`src/rtl/phy_ovrd_pkg.sv`:
```
package phy_ovrd_pkg;

    typedef enum logic [1:0] {
        STEP_LOS   = 2'd0,
        STEP_BOOST = 2'd1,
        STEP_RXDET = 2'd2
    } step_e;

    typedef enum logic [1:0] {
        C_IDLE  = 2'd0,
        C_ISSUE = 2'd1,
        C_WAIT  = 2'd2
    } ctrl_e;

    typedef enum logic [1:0] {
        P_IDLE = 2'd0,
        P_REQ  = 2'd1,
        P_WAIT = 2'd2
    } port_e;

endpackage

```
`src/rtl/ovrd_value_table.sv`:
```
module ovrd_value_table
    import phy_ovrd_pkg::*;
#(
    parameter int ADDR_W = 16,
    parameter int DATA_W = 16,
    parameter int SEL_W  = 4
) (
    input  step_e             step_i,
    input  logic [SEL_W-1:0]  sel_i,
    output logic [ADDR_W-1:0] addr_o,
    output logic [DATA_W-1:0] data_o,
    output logic              sel_ok_o
);
    localparam logic [ADDR_W-1:0] LOS_ADDR   = ADDR_W'(16'h0015);
    localparam logic [ADDR_W-1:0] BOOST_ADDR = ADDR_W'(16'h0012);
    localparam logic [ADDR_W-1:0] RXDET_ADDR = ADDR_W'(16'h1010);
    localparam int LOS_BIAS_LSB   = 13;
    localparam int LOS_EN_BIT     = 10;
    localparam int BOOST_LSB      = 13;
    localparam int MEAS_LSB       = 4;
    localparam logic [DATA_W-1:0] LOS_DATA =
        (DATA_W'(3'd5) << LOS_BIAS_LSB) | (DATA_W'(1'b1) << LOS_EN_BIT) | DATA_W'(5'd9);
    localparam logic [DATA_W-1:0] BOOST_DATA = DATA_W'(3'd5) << BOOST_LSB;

    logic [6:0] meas;

    // Receiver-detect measurement time per reference clock code
    always_comb begin
        meas     = 7'd0;
        sel_ok_o = 1'b1;
        case (32'(sel_i))
            0, 1:       meas = 7'h04;
            2, 3, 4:    meas = 7'h08;
            5, 6, 7, 8: meas = 7'h20;
            9, 10:      meas = 7'h40;
            default:    sel_ok_o = 1'b0;
        endcase
    end

    always_comb begin
        unique case (step_i)
            STEP_LOS: begin
                addr_o = LOS_ADDR;
                data_o = LOS_DATA;
            end
            STEP_BOOST: begin
                addr_o = BOOST_ADDR;
                data_o = BOOST_DATA;
            end
            STEP_RXDET: begin
                addr_o = RXDET_ADDR;
                data_o = DATA_W'(meas) << MEAS_LSB;
            end
            default: begin
                addr_o = '0;
                data_o = '0;
            end
        endcase
    end
endmodule

```
`src/rtl/ovrd_wr_port.sv`:
```
module ovrd_wr_port
    import phy_ovrd_pkg::*;
#(
    parameter int ADDR_W = 16,
    parameter int DATA_W = 16
) (
    input  logic              clk,
    input  logic              rst_n,
    input  logic              go_i,
    input  logic [ADDR_W-1:0] addr_i,
    input  logic [DATA_W-1:0] data_i,
    output logic              rsp_vld_o,
    output logic              rsp_err_o,
    output logic              wr_valid_o,
    output logic [ADDR_W-1:0] wr_addr_o,
    output logic [DATA_W-1:0] wr_data_o,
    input  logic              wr_ready_i,
    input  logic              wr_done_i,
    input  logic              wr_err_i
);
    port_e             state_q, state_d;
    logic [ADDR_W-1:0] addr_q;
    logic [DATA_W-1:0] data_q;

    always_ff @(posedge clk or negedge rst_n) begin
        if (!rst_n) state_q <= P_IDLE;
        else        state_q <= state_d;
    end

    always_comb begin
        state_d = state_q;
        unique case (state_q)
            P_IDLE:  if (go_i)       state_d = P_REQ;
            P_REQ:   if (wr_ready_i) state_d = P_WAIT;
            P_WAIT:  if (wr_done_i)  state_d = P_IDLE;
            default:                 state_d = P_IDLE;
        endcase
    end

    // Request payload is captured at launch and held for the whole write
    always_ff @(posedge clk or negedge rst_n) begin
        if (!rst_n) begin
            addr_q <= '0;
            data_q <= '0;
        end else if (state_q == P_IDLE && go_i) begin
            addr_q <= addr_i;
            data_q <= data_i;
        end
    end

    always_comb begin
        wr_valid_o = (state_q == P_REQ);
        wr_addr_o  = addr_q;
        wr_data_o  = data_q;
        rsp_vld_o  = (state_q == P_WAIT) && wr_done_i;
        rsp_err_o  = (state_q == P_WAIT) && wr_done_i && wr_err_i;
    end
endmodule

```
`src/rtl/ovrd_ctrl_fsm.sv`:
```
module ovrd_ctrl_fsm
    import phy_ovrd_pkg::*;
#(
    parameter int SEL_W = 4
) (
    input  logic             clk,
    input  logic             rst_n,
    input  logic             start_i,
    input  logic [SEL_W-1:0] sel_i,
    input  logic             sel_ok_i,
    input  logic             rsp_vld_i,
    input  logic             rsp_err_i,
    output step_e            step_o,
    output logic [SEL_W-1:0] sel_q_o,
    output logic             go_o,
    output logic             busy_o,
    output logic             done_o,
    output logic             err_o
);
    ctrl_e state_q, state_d;
    logic  last_step;

    assign last_step = (step_o == STEP_RXDET);

    always_ff @(posedge clk or negedge rst_n) begin
        if (!rst_n) state_q <= C_IDLE;
        else        state_q <= state_d;
    end

    always_comb begin
        state_d = state_q;
        unique case (state_q)
            C_IDLE:  if (start_i) state_d = C_ISSUE;
            C_ISSUE: state_d = (last_step && !sel_ok_i) ? C_IDLE : C_WAIT;
            C_WAIT: begin
                if (rsp_vld_i) begin
                    if (rsp_err_i || last_step) state_d = C_IDLE;
                    else                        state_d = C_ISSUE;
                end
            end
            default: state_d = C_IDLE;
        endcase
    end

    // Registered outputs: step pointer, captured clock code, result flags
    always_ff @(posedge clk or negedge rst_n) begin
        if (!rst_n) begin
            step_o  <= STEP_LOS;
            sel_q_o <= '0;
            done_o  <= 1'b0;
            err_o   <= 1'b0;
        end else begin
            unique case (state_q)
                C_IDLE: if (start_i) begin
                    step_o  <= STEP_LOS;
                    sel_q_o <= sel_i;
                    done_o  <= 1'b0;
                    err_o   <= 1'b0;
                end
                C_ISSUE: if (last_step && !sel_ok_i) err_o <= 1'b1;
                C_WAIT: if (rsp_vld_i) begin
                    if (rsp_err_i)      err_o  <= 1'b1;
                    else if (last_step) done_o <= 1'b1;
                    else                step_o <= step_e'(step_o + 2'd1);
                end
                default: ;
            endcase
        end
    end

    always_comb begin
        busy_o = (state_q != C_IDLE);
        go_o   = (state_q == C_ISSUE) && !(last_step && !sel_ok_i);
    end
endmodule

```
`src/rtl/phy_ovrd_seq.sv`:
```
module phy_ovrd_seq
    import phy_ovrd_pkg::*;
#(
    parameter int ADDR_W = 16,
    parameter int DATA_W = 16,
    parameter int SEL_W  = 4
) (
    input  logic              clk,
    input  logic              rst_n,
    input  logic              start_i,
    input  logic [SEL_W-1:0]  ref_sel_i,
    output logic              wr_valid_o,
    output logic [ADDR_W-1:0] wr_addr_o,
    output logic [DATA_W-1:0] wr_data_o,
    input  logic              wr_ready_i,
    input  logic              wr_done_i,
    input  logic              wr_err_i,
    output logic              busy_o,
    output logic              done_o,
    output logic              err_o
);
    step_e             step;
    logic [SEL_W-1:0]  sel_q;
    logic              sel_ok;
    logic              go;
    logic              rsp_vld;
    logic              rsp_err;
    logic [ADDR_W-1:0] tab_addr;
    logic [DATA_W-1:0] tab_data;

    ovrd_ctrl_fsm #(.SEL_W(SEL_W)) u_ctrl (
        .clk       (clk),
        .rst_n     (rst_n),
        .start_i   (start_i),
        .sel_i     (ref_sel_i),
        .sel_ok_i  (sel_ok),
        .rsp_vld_i (rsp_vld),
        .rsp_err_i (rsp_err),
        .step_o    (step),
        .sel_q_o   (sel_q),
        .go_o      (go),
        .busy_o    (busy_o),
        .done_o    (done_o),
        .err_o     (err_o)
    );

    ovrd_value_table #(.ADDR_W(ADDR_W), .DATA_W(DATA_W), .SEL_W(SEL_W)) u_tab (
        .step_i   (step),
        .sel_i    (sel_q),
        .addr_o   (tab_addr),
        .data_o   (tab_data),
        .sel_ok_o (sel_ok)
    );

    ovrd_wr_port #(.ADDR_W(ADDR_W), .DATA_W(DATA_W)) u_port (
        .clk        (clk),
        .rst_n      (rst_n),
        .go_i       (go),
        .addr_i     (tab_addr),
        .data_i     (tab_data),
        .rsp_vld_o  (rsp_vld),
        .rsp_err_o  (rsp_err),
        .wr_valid_o (wr_valid_o),
        .wr_addr_o  (wr_addr_o),
        .wr_data_o  (wr_data_o),
        .wr_ready_i (wr_ready_i),
        .wr_done_i  (wr_done_i),
        .wr_err_i   (wr_err_i)
    );
endmodule

```
`config.mk`:
```
export PLATFORM = sky130hd
export DESIGN_NAME = phy_ovrd_seq
export DESIGN_NICKNAME = d
export VERILOG_FILES = /design/src/rtl/phy_ovrd_pkg.sv /design/src/rtl/ovrd_value_table.sv /design/src/rtl/ovrd_wr_port.sv /design/src/rtl/ovrd_ctrl_fsm.sv /design/src/rtl/phy_ovrd_seq.sv
export SDC_FILE = /design/constraint.sdc
export NUM_CORES = 1
export LEC_CHECK = 0
export BUFFER_PORTS_ARGS = -buffer_cell sky130_fd_sc_hd__buf_2
export CORE_MARGIN = 1.5
export CORE_UTILIZATION = 29
export DETAILED_ROUTE_END_ITERATION = 10
export GPL_TIMING_DRIVEN = 0
export MAX_ROUTING_LAYER = met4
export SLEW_MARGIN = 10
export SYNTH_ARGS = -nofsm -noshare
export SYNTH_HDL_FRONTEND = slang
export SYNTH_HIERARCHICAL = 1
export SYNTH_SLANG_ARGS = --single-unit
```
`constraint.sdc`:
```
create_clock -name clk -period 2.85 [get_ports clk]
set_input_delay 0.57 -clock clk [delete_from_list [all_inputs] [get_ports clk]]
set_output_delay 0.57 -clock clk [all_outputs]
set_load 0.01 [all_outputs]
```
After elaboration in Yosys (flattened, before gate mapping)

Index checks and enable logic that the tools add are counted.

Register bits: 44
Input bits: 10
Output and inout port bits: 36
Word-level logic and storage cells: 88

Add/sub/neg operators: 1
Eq/ne operators: 26
Muxes and demuxes: 27
Reductions and logical operators: 26

Operator list:

| cell                 | number |
|---|---|
| $pmux W16 S3         | 1 |
| $pmux W13 S3         | 1 |
| $pmux W7 S4          | 1 |
| $mux W2              | 10 |
| $eq A4 B3 Y1 const B | 4 |
| $reduce_and A5 Y1    | 3 |
| $eq A4 B4 Y1 const B | 3 |
| $pmux W2 S3          | 2 |
| $reduce_or A11 Y1    | 1 |
| $ne A2 B1 Y1 const B | 5 |
| $ne A2 B2 Y1 const B | 5 |
| $mux W1              | 9 |
| $eq A4 B2 Y1 const B | 2 |
| $eq A2 B1 Y1 const B | 3 |
| $eq A2 B2 Y1 const B | 3 |
| $logic_not A2 Y1     | 3 |
| $logic_and A1 B1 Y1  | 5 |
| $eq A4 B1 Y1 const B | 1 |
| $logic_not A4 Y1     | 1 |
| $pmux W2 S2          | 1 |
| $reduce_and A2 Y1    | 2 |
| $reduce_bool A2 Y1   | 2 |
| $reduce_or A2 Y1     | 2 |
| $reduce_or A4 Y1     | 1 |
| 8 further kinds      | 9 |

Longest topological paths before layout

Gate-level depths: netlist of the first run.

Word-level depth: 9
Mapped depth: 8
Mapped depth without buffers: 7

By module

The synthesis of the first run kept the hierarchy.

By module, submodules not included:

| module           | times used | cells each | area an instance (µm²) |
|---|---|---|---|
| ovrd_wr_port     | 1          | 79         | 1322.5 |
| ovrd_ctrl_fsm    | 1          | 51         | 578.1 |
| ovrd_value_table | 1          | 43         | 289.0 |

Least setup slack after synthesis of the first run

Ideal clock, no wire load.

Path type: flip-flop to flip-flop
From: register u_ctrl.step_o[0]
To: register u_port.addr_q[10], in the netlist u_port/wr_addr_o[10]
Arrival: 1666 ps
Required time: 2725 ps
Setup slack: 1059 ps
Cell stages (with the launch flop): 9
Buffers on the path: 1
Cells stage by stage: dfrtp_1 -> inv_1 -> ha_1 -> inv_1 -> o21ai_1 -> inv_1 -> nor3b_4 -> buf_6 -> mux2_2

Word-level cells in the longest chain between the ends: 5

RTL lines:

| element                | RTL line            | RTL |
|---|---|---|
| start, declared        | ovrd_ctrl_fsm.sv:13 | `output step_e step_o,` |
| start signal, assigned | ovrd_ctrl_fsm.sv:64 | `else step_o <= step_e'(step_o + 2'd1);` |
| $eq A2 B2 Y1           | ovrd_ctrl_fsm.sv:23 | `assign last_step = (step_o == STEP_RXDET);` |
| $logic_and A1 B1 Y1    | ovrd_ctrl_fsm.sv:73 | `go_o = (state_q == C_ISSUE) && !(last_step && !sel_ok_i);` |
| $logic_not A1 Y1       | ovrd_ctrl_fsm.sv:73 |  |
| $logic_and A1 B1 Y1    | ovrd_ctrl_fsm.sv:73 |  |
| via go                 | phy_ovrd_seq.sv:25  | `logic go;` |
| $logic_and A1 B1 Y1    | ovrd_wr_port.sv:45  | `end else if (state_q == P_IDLE && go_i) begin` |
| end signal, assigned   | ovrd_wr_port.sv:46  | `addr_q <= addr_i;` |
| end, declared          | ovrd_wr_port.sv:22  | `logic [ADDR_W-1:0] addr_q;` |

The timed path passes the listed nets, and every way through them passes these cells.
A chain may end at the register's enable or synchronous reset.

Final worst setup path of the first run

From: register u_ctrl.step_o[0]
To: register u_port.data_q[3], in the netlist u_port/wr_data_o[3]

Word-level cells in the longest chain between the ends: 5

RTL lines:

| element              | RTL line            | RTL |
|---|---|---|
| $eq A2 B2 Y1         | ovrd_ctrl_fsm.sv:23 |  |
| $logic_and A1 B1 Y1  | ovrd_ctrl_fsm.sv:73 |  |
| $logic_not A1 Y1     | ovrd_ctrl_fsm.sv:73 |  |
| $logic_and A1 B1 Y1  | ovrd_ctrl_fsm.sv:73 |  |
| via go               | phy_ovrd_seq.sv:25  |  |
| $logic_and A1 B1 Y1  | ovrd_wr_port.sv:45  |  |
| end signal, assigned | ovrd_wr_port.sv:47  | `data_q <= data_i;` |
| end, declared        | ovrd_wr_port.sv:23  | `logic [DATA_W-1:0] data_q;` |

The timed path passes the listed nets, and every way through them passes these cells.

==> results.py, run 1 <==
metrics = {
    "global_routing": {
        "grt_remaining_overflow": 0,
        "grt_max_degree": 45,
        "grt_usage": 0.110,
        "grt_pass1_vias": 1441,
        "grt_pass1_wl_um": 6780,
        "antenna_found_initial": 0,
    },
    "place": {
        "dp_hpwl_um": 2830,
        "globalplace.congestion": 0.760,
        "port_buffers": 45,
        "place_area_um2": 2610,
    },
    "job": {
        "maxCapViolCount": 0,
    },
    "final_layout": {
        "utilization": 0.371,
        "drive_gt1_frac": 0.494,
        "n_antenna_cell": 0,
        "nFillCells": 781,
        "syn2layout_area_growth_pct": 23.4,
        "nets": 260,
        "design_area_um2": 2700,
    },
    "routing": {
        "first_pass_iters": 4,
        "via_per_inst": 4.07,
        "wl_per_cell_um": 11.4,
        "postRouteAntennaNets": 0,
        "num_vias": 1393,
        "wl_um": 3920,
        "drt-initial-drc-count": 24,
        "drcViolationCount": 0,
    },
    "clock_network": {
        "cts_buffer_depth": 2,
        "cts_inserted_buffers": 5,
        "cts_resized": 0,
        "ctsRootBufferMaster": "clkbuf_8",
        "htreeDepth": 2,
        "postCtsHoldBufs": 0,
        "cts_tree": "yes",
        "clkTransAtPathRegs_ns": 0.08,
        "post_cts.repair.setup_buffers": 0,
        "clkLatencyLatePin_ns": 0.29,
        "clkSinkCount": 44,
    },
    "yosys": {
        "avgSynthCellArea_um2": 12.7,
        "syn_inst": 173,
        "ys_seq_area_frac": 0.503,
        "async_flop_share": 1.00,
        "netlist_area_um2": 2190,
        "yosysWarnings": 6,
        "ys_types": 37,
        "ys_ff_latch": 44,
        "synth-main-ff-cell": "dfrtp_1",
        "synth_edf_count": 0,
    },
    "timing": {
        "worst_pin_slew_ns": 1.03,
        "hold_violations": 0,
        "fin_crit_ns": 2.12,
        "relSlewSlack": 0.311,
        "period_share": 0.743,
        "rsz0062_at_grt": "false",
        "setup_viol": 0,
        "setup_tns_ns": 0,
        "finalClockSkew_ns": 0.00709,
        "maxSlewViolCount": 0,
        "fmax_mhz": 472,
    },
    "critical_path": {
        "end_kind": "register",
        "required_ns": 3.02,
        "slowest_stage": "dfrtp_1",
        "worstPathCellList": "inv_1 -> ha_1 -> inv_1 -> o21ai_1 -> inv_1 -> nor3b_4 -> buf_6 -> mux2_2",
        "worstPathMaxFanout": 10,
        "critPathMostFrequentCell": "inv_1",
        "crit_arrival_ns": 2.29,
        "critPathKind": "reg2reg",
        "reg2reg_depth": 8,
        "slowest_delay_ns": 0.49,
        "start_kind": "register",
    },
    "floorplanning": {
        "die_area_um2": 8080,
        "dieHeight_um": 89.9,
        "pin_count": 46,
        "rows": 31,
        "die_w_um": 89.9,
        "core_area_um2": 7290,
        "start_util": 0.300,
    },
    "status": {
        "outcome": "complete, no violations",
    },
    "pwr": {
        "power_density_nw_per_um2": 1020,
        "p_leak_nw": 1.29,
        "vdd_drop_max_uv": 394,
    },
    "worst_hold_path": {
        "min_path_type": "in2async",
    },
}
[cells in the mapped netlist (2+ instances only)]
library cell / instances / area, µm²
o31ai_1: 3 / 22.5
nor2b_1: 3 / 18.8
inv_2: 2 / 7.51
nand2_1: 9 / 33.8
inv_1: 7 / 26.3
buf_4: 23 / 173
mux2_2: 31 / 349
ha_1: 7 / 87.6
buf_6: 4 / 45.0
dfrtp_1: 44 / 1100
nor3b_1: 2 / 15.0
nor2_1: 8 / 30.0
mux2_1: 6 / 67.6
[power breakdown]
group / leakage [nW] / total (W) / switching [W] / internal [W]
Sequential: 0.519 / 0.00107 / 0.000178 / 0.000896
Combinational: 0.718 / 0.00125 / 0.000584 / 0.000667
Clock: 0.0503 / 0.000424 / 0.000208 / 0.000216
[sequential cells by signal (all words and copies together) (netlist names)]
register,cells
u_port/wr_addr_o,16
u_port/wr_data_o,16
u_ctrl/sel_q_o,4
u_ctrl/state_q,2
u_ctrl/step_o,2
u_port/state_q,2
u_ctrl/done_o,1
u_ctrl/err_o,1
[critical path: cells and delay by family, from the launching register on]
kind | cells | cell delay (ns)
flip-flops | 1 | 0.49
buffers and inverters | 4 | 0.48
AND/OR/NAND/NOR | 1 | 0.38
multiplexers | 1 | 0.35
adder cells (fa/ha/maj) | 1 | 0.20
AO/OA/AOI/OAI | 1 | 0.11
[cell families (layout without fill, tap and decap cells)]
logic type      after synthesis  in the layout  share of synthesized area
flops                        44             44                      0.503
mux                          38             38                      0.195
buf+inv                      36             88                      0.115
simple gates                 31             31                     0.0817
compound gates               15             15                     0.0600
fa+ha+maj                     7              7                     0.0400
other cells                   1             19                    0.00171
xor+xnor                      1              1                    0.00400
[cell usage in the layout, fill, tap and decap left out, drive strengths merged]
cell type   n
nor3        1
xor2        1
nor2b       3
o21ai       2
clkbuf      7
and2        1
inv         9
mux2       37
o22a        1
conb       19
o22ai       1
buf        72
or3b        1
mux2i       1
dfrtp      44
a2bb2oi     1
ha          7
nand2       9
nor3b       3
o221ai      1
o311ai      1
o31ai       3
a21oi       2
nand2b      1
nor4b       1
or2b        1
nor4        1
a211oi      1
a21o        2
nor2        9
[per-stage QoR]
stage | hold WS (ns) | total power, W | setup slack [ns] | instances
6_report | 0.451 | 0.00275 | 0.732 | 342
5_1_grt | 0.454 | 0.00298 | 0.534 | 342
4_1_cts | 0.446 | 0.00282 | 0.703 | 342
3_5_place_dp | 0.471 | 0.00237 | 0.725 | 335
3_3_place_gp | 0.462 | 0.00233 | 0.740 | 335
2_1_floorplan | 0.274 | 0.00197 | 1.06 | 191
[layout make-up]
| type | count | area, µm² | share of cell area |
|---|---|---|---|
| plain buffers | 27 | 218 | 0.0806 |
| clock buffers | 7 | 96.3 | 0.0356 |
| inverters | 9 | 33.8 | 0.0125 |
| multi-input cells | 111 | 905 | 0.335 |
| flip-flops and latches | 44 | 1100 | 0.407 |
| well taps | 99 | 124 | 0.0458 |
| repair buffers | 45 | 225 | 0.0833 |
[worst paths after layout]
path / start / endpoint / slack [ns]
worst max-delay path: u_ctrl/step_o[0]$_DFFE_PN0P_ / u_port/wr_data_o[3]$_DFFE_PN0P_ / 0.73
worst min-delay path: rst_n / u_port/wr_data_o[11]$_DFFE_PN0P_ / 0.45
worst max register to register: u_ctrl/step_o[0]$_DFFE_PN0P_ / u_port/wr_data_o[3]$_DFFE_PN0P_ / 0.73
worst min register to register: u_port/wr_addr_o[9]$_DFFE_PN0P_ / u_port/wr_addr_o[9]$_DFFE_PN0P_ / 0.49
max in group asynchronous: rst_n / u_port/wr_data_o[8]$_DFFE_PN0P_ / 1.75
min in group clk: wr_ready_i / u_port/state_q[0]$_DFFE_PN0P_ / 0.46
[routing by layer]
metal  vias up  routed length [µm]  track usage
met5         -                   0            -
met4         0                  31       0.0317
met3         3                 144       0.0288
met2        30                2040        0.195
met1       675                1700        0.121
li1        685                   -            -
Power figures use the tool's default switching activity.
==> run 2, diff against run 1 <==
==> constraint.sdc (replaced) <==
create_clock -name clk -period 1.7 [get_ports clk]
set_input_delay 0.34 -clock clk [delete_from_list [all_inputs] [get_ports clk]]
set_output_delay 0.34 -clock clk [all_outputs]
set_load 0.01 [all_outputs]
==> results.py, run 2 (synthesis results as in run 1) <==
metrics = {
    "place": {
        "globalplace.congestion": 0.749,
        "dp_hpwl_um": 2730,
        "place_area_um2": 2660,
        "port_buffers": 45,
    },
    "floorplanning": {
        "die_area_um2": 8080,
        "rows": 31,
        "start_util": 0.300,
        "die_w_um": 89.9,
        "pin_count": 46,
        "dieHeight_um": 89.9,
        "core_area_um2": 7290,
    },
    "pwr": {
        "vdd_drop_max_uv": 427,
        "power_density_nw_per_um2": 1790,
        "p_leak_nw": 1.50,
    },
    "critical_path": {
        "r2r_setup_slack_ns": -0.05,
        "r2r-start": "u_ctrl/sel_q_o[1]$_DFFE_PN0P_",
        "worstPathCellList": "a21o_2 -> nand2_2 -> o21ai_4 -> inv_2 -> nor3b_4 -> buf_6 -> clkbuf_16 -> mux2_4",
        "worstReg2RegEnd": "u_port/wr_data_o[2]$_DFFE_PN0P_",
        "crit_arrival_ns": 1.93,
        "end_kind": "register",
        "critPathKind": "reg2reg",
        "worstPathMaxFanout": 6,
        "start_kind": "register",
        "slowest_delay_ns": 0.41,
        "slowest_stage": "dfrtp_2",
        "required_ns": 1.88,
        "reg2reg_depth": 8,
    },
    "timing": {
        "worst_pin_slew_ns": 1.00,
        "setup_tns_ns": -1.01,
        "rsz0062_at_grt": "true",
        "hold_violations": 0,
        "fin_crit_ns": 1.75,
        "period_share": 1.03,
        "setup_ws_ns": -0.0505,
        "fmax_mhz": 571,
        "relSlewSlack": 0.330,
        "setup_viol": 32,
        "finalClockSkew_ns": 0.00521,
        "maxSlewViolCount": 0,
    },
    "final_layout": {
        "nFillCells": 726,
        "n_antenna_cell": 0,
        "final_common_cell": "buf_2",
        "seqCellArea_um2": 1110,
        "syn2layout_area_growth_pct": 39.7,
        "multiInputGateArea_um2": 1060,
        "design_area_um2": 3060,
        "drive_gt1_frac": 0.608,
        "final_cell_mix": "buf_2 (45), dfrtp_1 (40), buf_4 (39)",
        "utilization": 0.419,
        "nets": 279,
    },
    "clock_network": {
        "ctsRootBufferMaster": "clkbuf_8",
        "cts_buffer_depth": 2,
        "cts_inserted_buffers": 5,
        "clkSinkCount": 44,
        "cts_tree": "yes",
        "clkLatencyLatePin_ns": 0.29,
        "postCtsHoldBufs": 0,
        "clkTransAtPathRegs_ns": 0.08,
        "htreeDepth": 2,
    },
    "routing": {
        "num_vias": 1472,
        "via_per_inst": 4.07,
        "drcViolationCount": 0,
        "wl_per_cell_um": 11.9,
        "postRouteAntennaNets": 0,
        "drt-initial-drc-count": 39,
        "wl_um": 4310,
        "first_pass_iters": 4,
    },
    "job": {
        "maxCapViolCount": 0,
    },
    "global_routing": {
        "grt_max_degree": 45,
        "grt_pass1_vias": 1524,
        "grt_remaining_overflow": 0,
        "grt_usage": 0.111,
        "grt_pass1_wl_um": 6990,
        "antenna_found_initial": 0,
    },
    "status": {
        "outcome": "complete, but fails checks",
        "violations": "setup timing",
    },
    "worst_hold_path": {
        "min_path_type": "in2async",
    },
}
-- run 2: power by group --
| group | leakage [nW] | switching (W) | internal, W |
|---|---|---|---|
| sequential | 0.513 | 0.000258 | 0.00151 |
| combinational | 0.934 | 0.00127 | 0.00177 |
| clock | 0.0510 | 0.000350 | 0.000325 |
| total | 1.50 | 0.00188 | 0.00360 |
-- run 2: repair_timing --
action | in CTS | in global routing
endpoints found under the hold margin | 0 | 0
gates resized for setup | 25 | 14
setup endpoints to repair | 33 | 37
buffers inserted | 15 | 2
pin swaps | 0 | 5
cloned | 1 | 1
-- run 2: worst max path at each step --
stage                                   from                               end  slack [ns]
6_report       u_ctrl/sel_q_o[1]$_DFFE_PN0P_   u_port/wr_data_o[2]$_DFFE_PN0P_       -0.05
5_1_grt        u_ctrl/sel_q_o[1]$_DFFE_PN0P_   u_port/wr_addr_o[8]$_DFFE_PN0P_       -0.12
3_3_place_gp    u_ctrl/step_o[0]$_DFFE_PN0P_   u_port/wr_addr_o[1]$_DFFE_PN0P_       -0.30
4_1_cts        u_ctrl/sel_q_o[0]$_DFFE_PN0P_   u_port/wr_data_o[4]$_DFFE_PN0P_       -0.05
2_1_floorplan   u_ctrl/step_o[0]$_DFFE_PN0P_  u_port/wr_addr_o[10]$_DFFE_PN0P_       -0.04
3_5_place_dp    u_ctrl/step_o[0]$_DFFE_PN0P_  u_port/wr_data_o[11]$_DFFE_PN0P_       -0.32
-- run 2: final cells by class --
class | instances | area share
Sequential cell | 44 | 0.362
Multi-Input combinational cell | 111 | 0.346
Timing Repair Buffer | 64 | 0.134
Buffer | 27 | 0.0765
Tap cell | 99 | 0.0405
Clock buffer | 6 | 0.0270
Inverter | 9 | 0.0110
Clock inverter | 2 | 0.00327
-- run 2: worst max-delay path: cells and delay by family (launching register included) --
| kind | cells | cell delay, ns |
|---|---|---|
| buffers and inverters | 3 | 0.41 |
| flip-flops | 1 | 0.41 |
| multiplexers | 1 | 0.30 |
| AO/OA/AOI/OAI | 2 | 0.27 |
| AND/OR/NAND/NOR | 2 | 0.25 |
-- run 2: per-stage QoR --
step                cells  setup WS [ns]  power [W]  hold slack (ns)
floorplan             191        -0.0429    0.00346           0.0444
global placement      335         -0.299    0.00407            0.464
detailed placement    335         -0.320    0.00413            0.474
CTS                   359        -0.0468    0.00533            0.224
global route          362         -0.115    0.00587            0.231
finish                362        -0.0505    0.00548            0.217
-- run 2: per-layer routing --
layer	routed length, µm	vias up	track usage	share of wire
li1	-	728	-	-
met1	1920	713	0.122	0.45
met2	2200	27	0.191	0.51
met3	160	4	0.0288	0.037
met4	29	0	0.0450	0.0067
met5	0	-	-	0
==> run 3, diff against run 2 <==
--- a/config.mk
+++ b/config.mk
@@ -5,9 +5,11 @@
 export SDC_FILE = /design/constraint.sdc
 export NUM_CORES = 1
 export LEC_CHECK = 0
+export ABC_AREA = 1
 export BUFFER_PORTS_ARGS = -buffer_cell sky130_fd_sc_hd__buf_2
 export CORE_MARGIN = 1.5
 export CORE_UTILIZATION = 29
+export CTS_BUF_LIST = sky130_fd_sc_hd__clkbuf_8
 export DETAILED_ROUTE_END_ITERATION = 10
 export GPL_TIMING_DRIVEN = 0
 export MAX_ROUTING_LAYER = met4
==> results.py, run 3 <==
metrics = {
    "status": {
        "outcome": "complete, no violations",
    },
    "routing": {
        "via_per_inst": 4.11,
        "postRouteAntennaNets": 0,
        "first_pass_iters": 6,
        "wl_per_cell_um": 10.0,
        "num_vias": 1884,
        "drcViolationCount": 0,
        "drt-initial-drc-count": 86,
        "wl_um": 4580,
    },
    "clock_network": {
        "clkLatencyLatePin_ns": 0.29,
        "cts_tree": "yes",
        "clkSinkCount": 44,
        "clkTransAtPathRegs_ns": 0.08,
        "htreeDepth": 2,
        "ctsRootBufferMaster": "clkbuf_8",
        "cts_inserted_buffers": 5,
        "cts_buffer_depth": 2,
    },
    "critical_path": {
        "worstReg2RegEnd": "u_port/wr_data_o[12]$_DFFE_PN0P_",
        "critPathKind": "reg2out",
        "r2r_setup_slack_ns": 0.16,
        "slowest_stage": "dfrtp_1",
        "start_kind": "register",
        "reg2reg_depth": 9,
        "worstPathMaxFanout": 5,
        "r2r-start": "u_ctrl/step_o[1]$_DFFE_PN0P_",
        "path_buf_inv": 3,
        "slowest_delay_ns": 0.42,
        "required_ns": 1.36,
        "worstPathCellList": "inv_1 -> ha_2 -> inv_2 -> buf_2",
        "end_kind": "output port",
        "critPathTopFamily": "flip-flops",
        "crit_cells": 4,
        "endpoint": "busy_o",
        "crit_arrival_ns": 1.29,
        "crit_start": "u_ctrl/state_q[0]$_DFFE_PN0P_",
    },
    "global_routing": {
        "grt_pass1_vias": 1737,
        "grt_max_degree": 45,
        "grt_pass1_wl_um": 8000,
        "grt_remaining_overflow": 0,
        "grt_usage": 0.122,
        "antenna_found_initial": 0,
    },
    "timing": {
        "maxSlewViolCount": 0,
        "relSlewSlack": 0.350,
        "setup_viol": 0,
        "finalClockSkew_ns": 0.00828,
        "period_share": 0.959,
        "worst_pin_slew_ns": 0.975,
        "hold_violations": 0,
        "fin_crit_ns": 1.63,
        "rsz0062_at_grt": "false",
        "setup_ws_ns": 0.0695,
        "fmax_mhz": 613,
        "holdWs_ns": 0.202,
    },
    "yosys": {
        "synth_edf_count": 0,
        "synth_top_cell_area_share": 0.479,
        "yosys.area.top_type": "dfrtp_1",
        "ys_top_cells_by_area": "dfrtp_1 (48%), nand2_1 (17%), buf_4 (8.5%), nand3_1 (7.8%), ha_1 (3.8%)",
        "ys_types": 22,
        "synth_commonest_cells": "nand2_1 (102), dfrtp_1 (44), nand3_1 (36)",
        "ys_seq_area_frac": 0.479,
        "netlist_area_um2": 2300,
        "synth-main-ff-cell": "dfrtp_1",
        "avgSynthCellArea_um2": 8.19,
        "ys_ff_latch": 44,
        "syn_inst": 281,
        "yosysWarnings": 6,
        "synth_most_common_cell": "nand2_1",
        "async_flop_share": 1.00,
    },
    "final_layout": {
        "final_common_cell": "nand2_1",
        "nFillCells": 834,
        "syn2layout_area_growth_pct": 24.1,
        "design_area_um2": 2860,
        "nets": 372,
        "final_cell_mix": "nand2_1 (102), buf_2 (45), dfrtp_1 (42)",
        "n_antenna_cell": 0,
        "instances_no_fill": 458,
        "drive_gt1_frac": 0.298,
    },
    "place": {
        "globalplace.congestion": 0.789,
        "dp_hpwl_um": 3320,
        "port_buffers": 45,
        "place_area_um2": 2720,
        "dp.cells": 446,
        "place_ws_ns": -0.0264,
    },
    "floorplanning": {
        "start_util": 0.299,
        "pin_count": 46,
        "core_area_um2": 7690,
        "die_w_um": 92.1,
        "die_area_um2": 8480,
        "dieHeight_um": 92.1,
        "rows": 32,
    },
    "pwr": {
        "p_leak_nw": 1.64,
        "vdd_drop_max_uv": 544,
        "switchingPower_w": 0.00216,
        "p_comb_frac": 0.517,
        "clockPowerShare": 0.129,
        "power_w": 0.00512,
        "switching_share": 0.422,
        "p_int_w": 0.00296,
        "power_density_nw_per_um2": 1790,
        "power_frac_seq": 0.354,
    },
    "job": {
        "maxCapViolCount": 0,
    },
    "worst_hold_path": {
        "min_path_type": "in2async",
    },
}
==> run 3: cell count changes after synthesis, moves of 4 or more <==
cell	before	now
nand2_1	9	102
inv_1	7	18
nand3_1	0	36
mux2_1	6	0
buf_2	0	4
mux2_2	31	4
nor2_1	8	16
==> run 3: how the worst min path moves through the flow <==
stage | start | endpoint
after detailed placement | u_port/wr_addr_o[14]$_DFFE_PN0P_ | u_port/wr_addr_o[14]$_DFFE_PN0P_
final | rst_n | u_port/wr_addr_o[9]$_DFFE_PN0P_
after CTS | rst_n | u_port/wr_addr_o[5]$_DFFE_PN0P_
after floorplan | rst_n | u_ctrl/done_o$_DFFE_PN0P_
after global routing | rst_n | u_port/wr_data_o[0]$_DFFE_PN0P_
after global placement | u_port/wr_data_o[4]$_DFFE_PN0P_ | u_port/wr_data_o[4]$_DFFE_PN0P_
==> run 3: cell families (layout without fill, tap and decap cells) <==
family          after synthesis  count (layout)  share of synthesized area
compound gates                7               7                     0.0169
fa+ha+maj                     7               7                     0.0381
buf+inv                      55             112                      0.144
flops                        44              44                      0.479
mux                           4               4                     0.0196
other cells                   1              19                    0.00163
simple gates                163             163                      0.301
==> run 3: through the flow <==
stage / TNS, ns / util
floorplan: 0 / -
global placement: 0 / 0.354
detailed placement: -0.275 / 0.354
CTS: 0 / 0.366
global route: 0 / 0.372
finish: 0 / 0.372
==> run 3: timing repair <==
action / 4_1_cts / 5_1_grt
hold buffers: 0 / 0
setup endpoints to repair: 29 / 30
buffers inserted: 0 / 4
resized for setup: 1 / 7
endpoints found under the hold margin: 0 / 0
==> run 3: layout make-up <==
class	instances	area (µm²)	share of cell area
timing repair buffer	49	255	0.0894
buffer	33	259	0.0907
inverter	22	82.6	0.0289
multi-input combinational	200	938	0.329
clock inverter	2	7.51	0.00263
sequential	44	1100	0.386
clock buffer	6	82.6	0.0289
tap	102	128	0.0447
==> run 3: power groups by stage <==
stage / combinational [W] / clock (W) / sequential, W
after global routing: 0.00302 / 0.000737 / 0.00189
after global placement: 0.00254 / 0 / 0.00184
final: 0.00265 / 0.000661 / 0.00181
after CTS: 0.00259 / 0.000695 / 0.00184
after detailed placement: 0.00258 / 0 / 0.00186
after floorplan: 0.00163 / 0 / 0.00199
==> run 3: per-layer routing <==
metal	GRT usage	part of all wire	up-vias
met5	-	0	-
met4	0.0346	0.013	0
met3	0.0282	0.041	5
met2	0.201	0.48	39
met1	0.151	0.47	856
li1	-	-	984
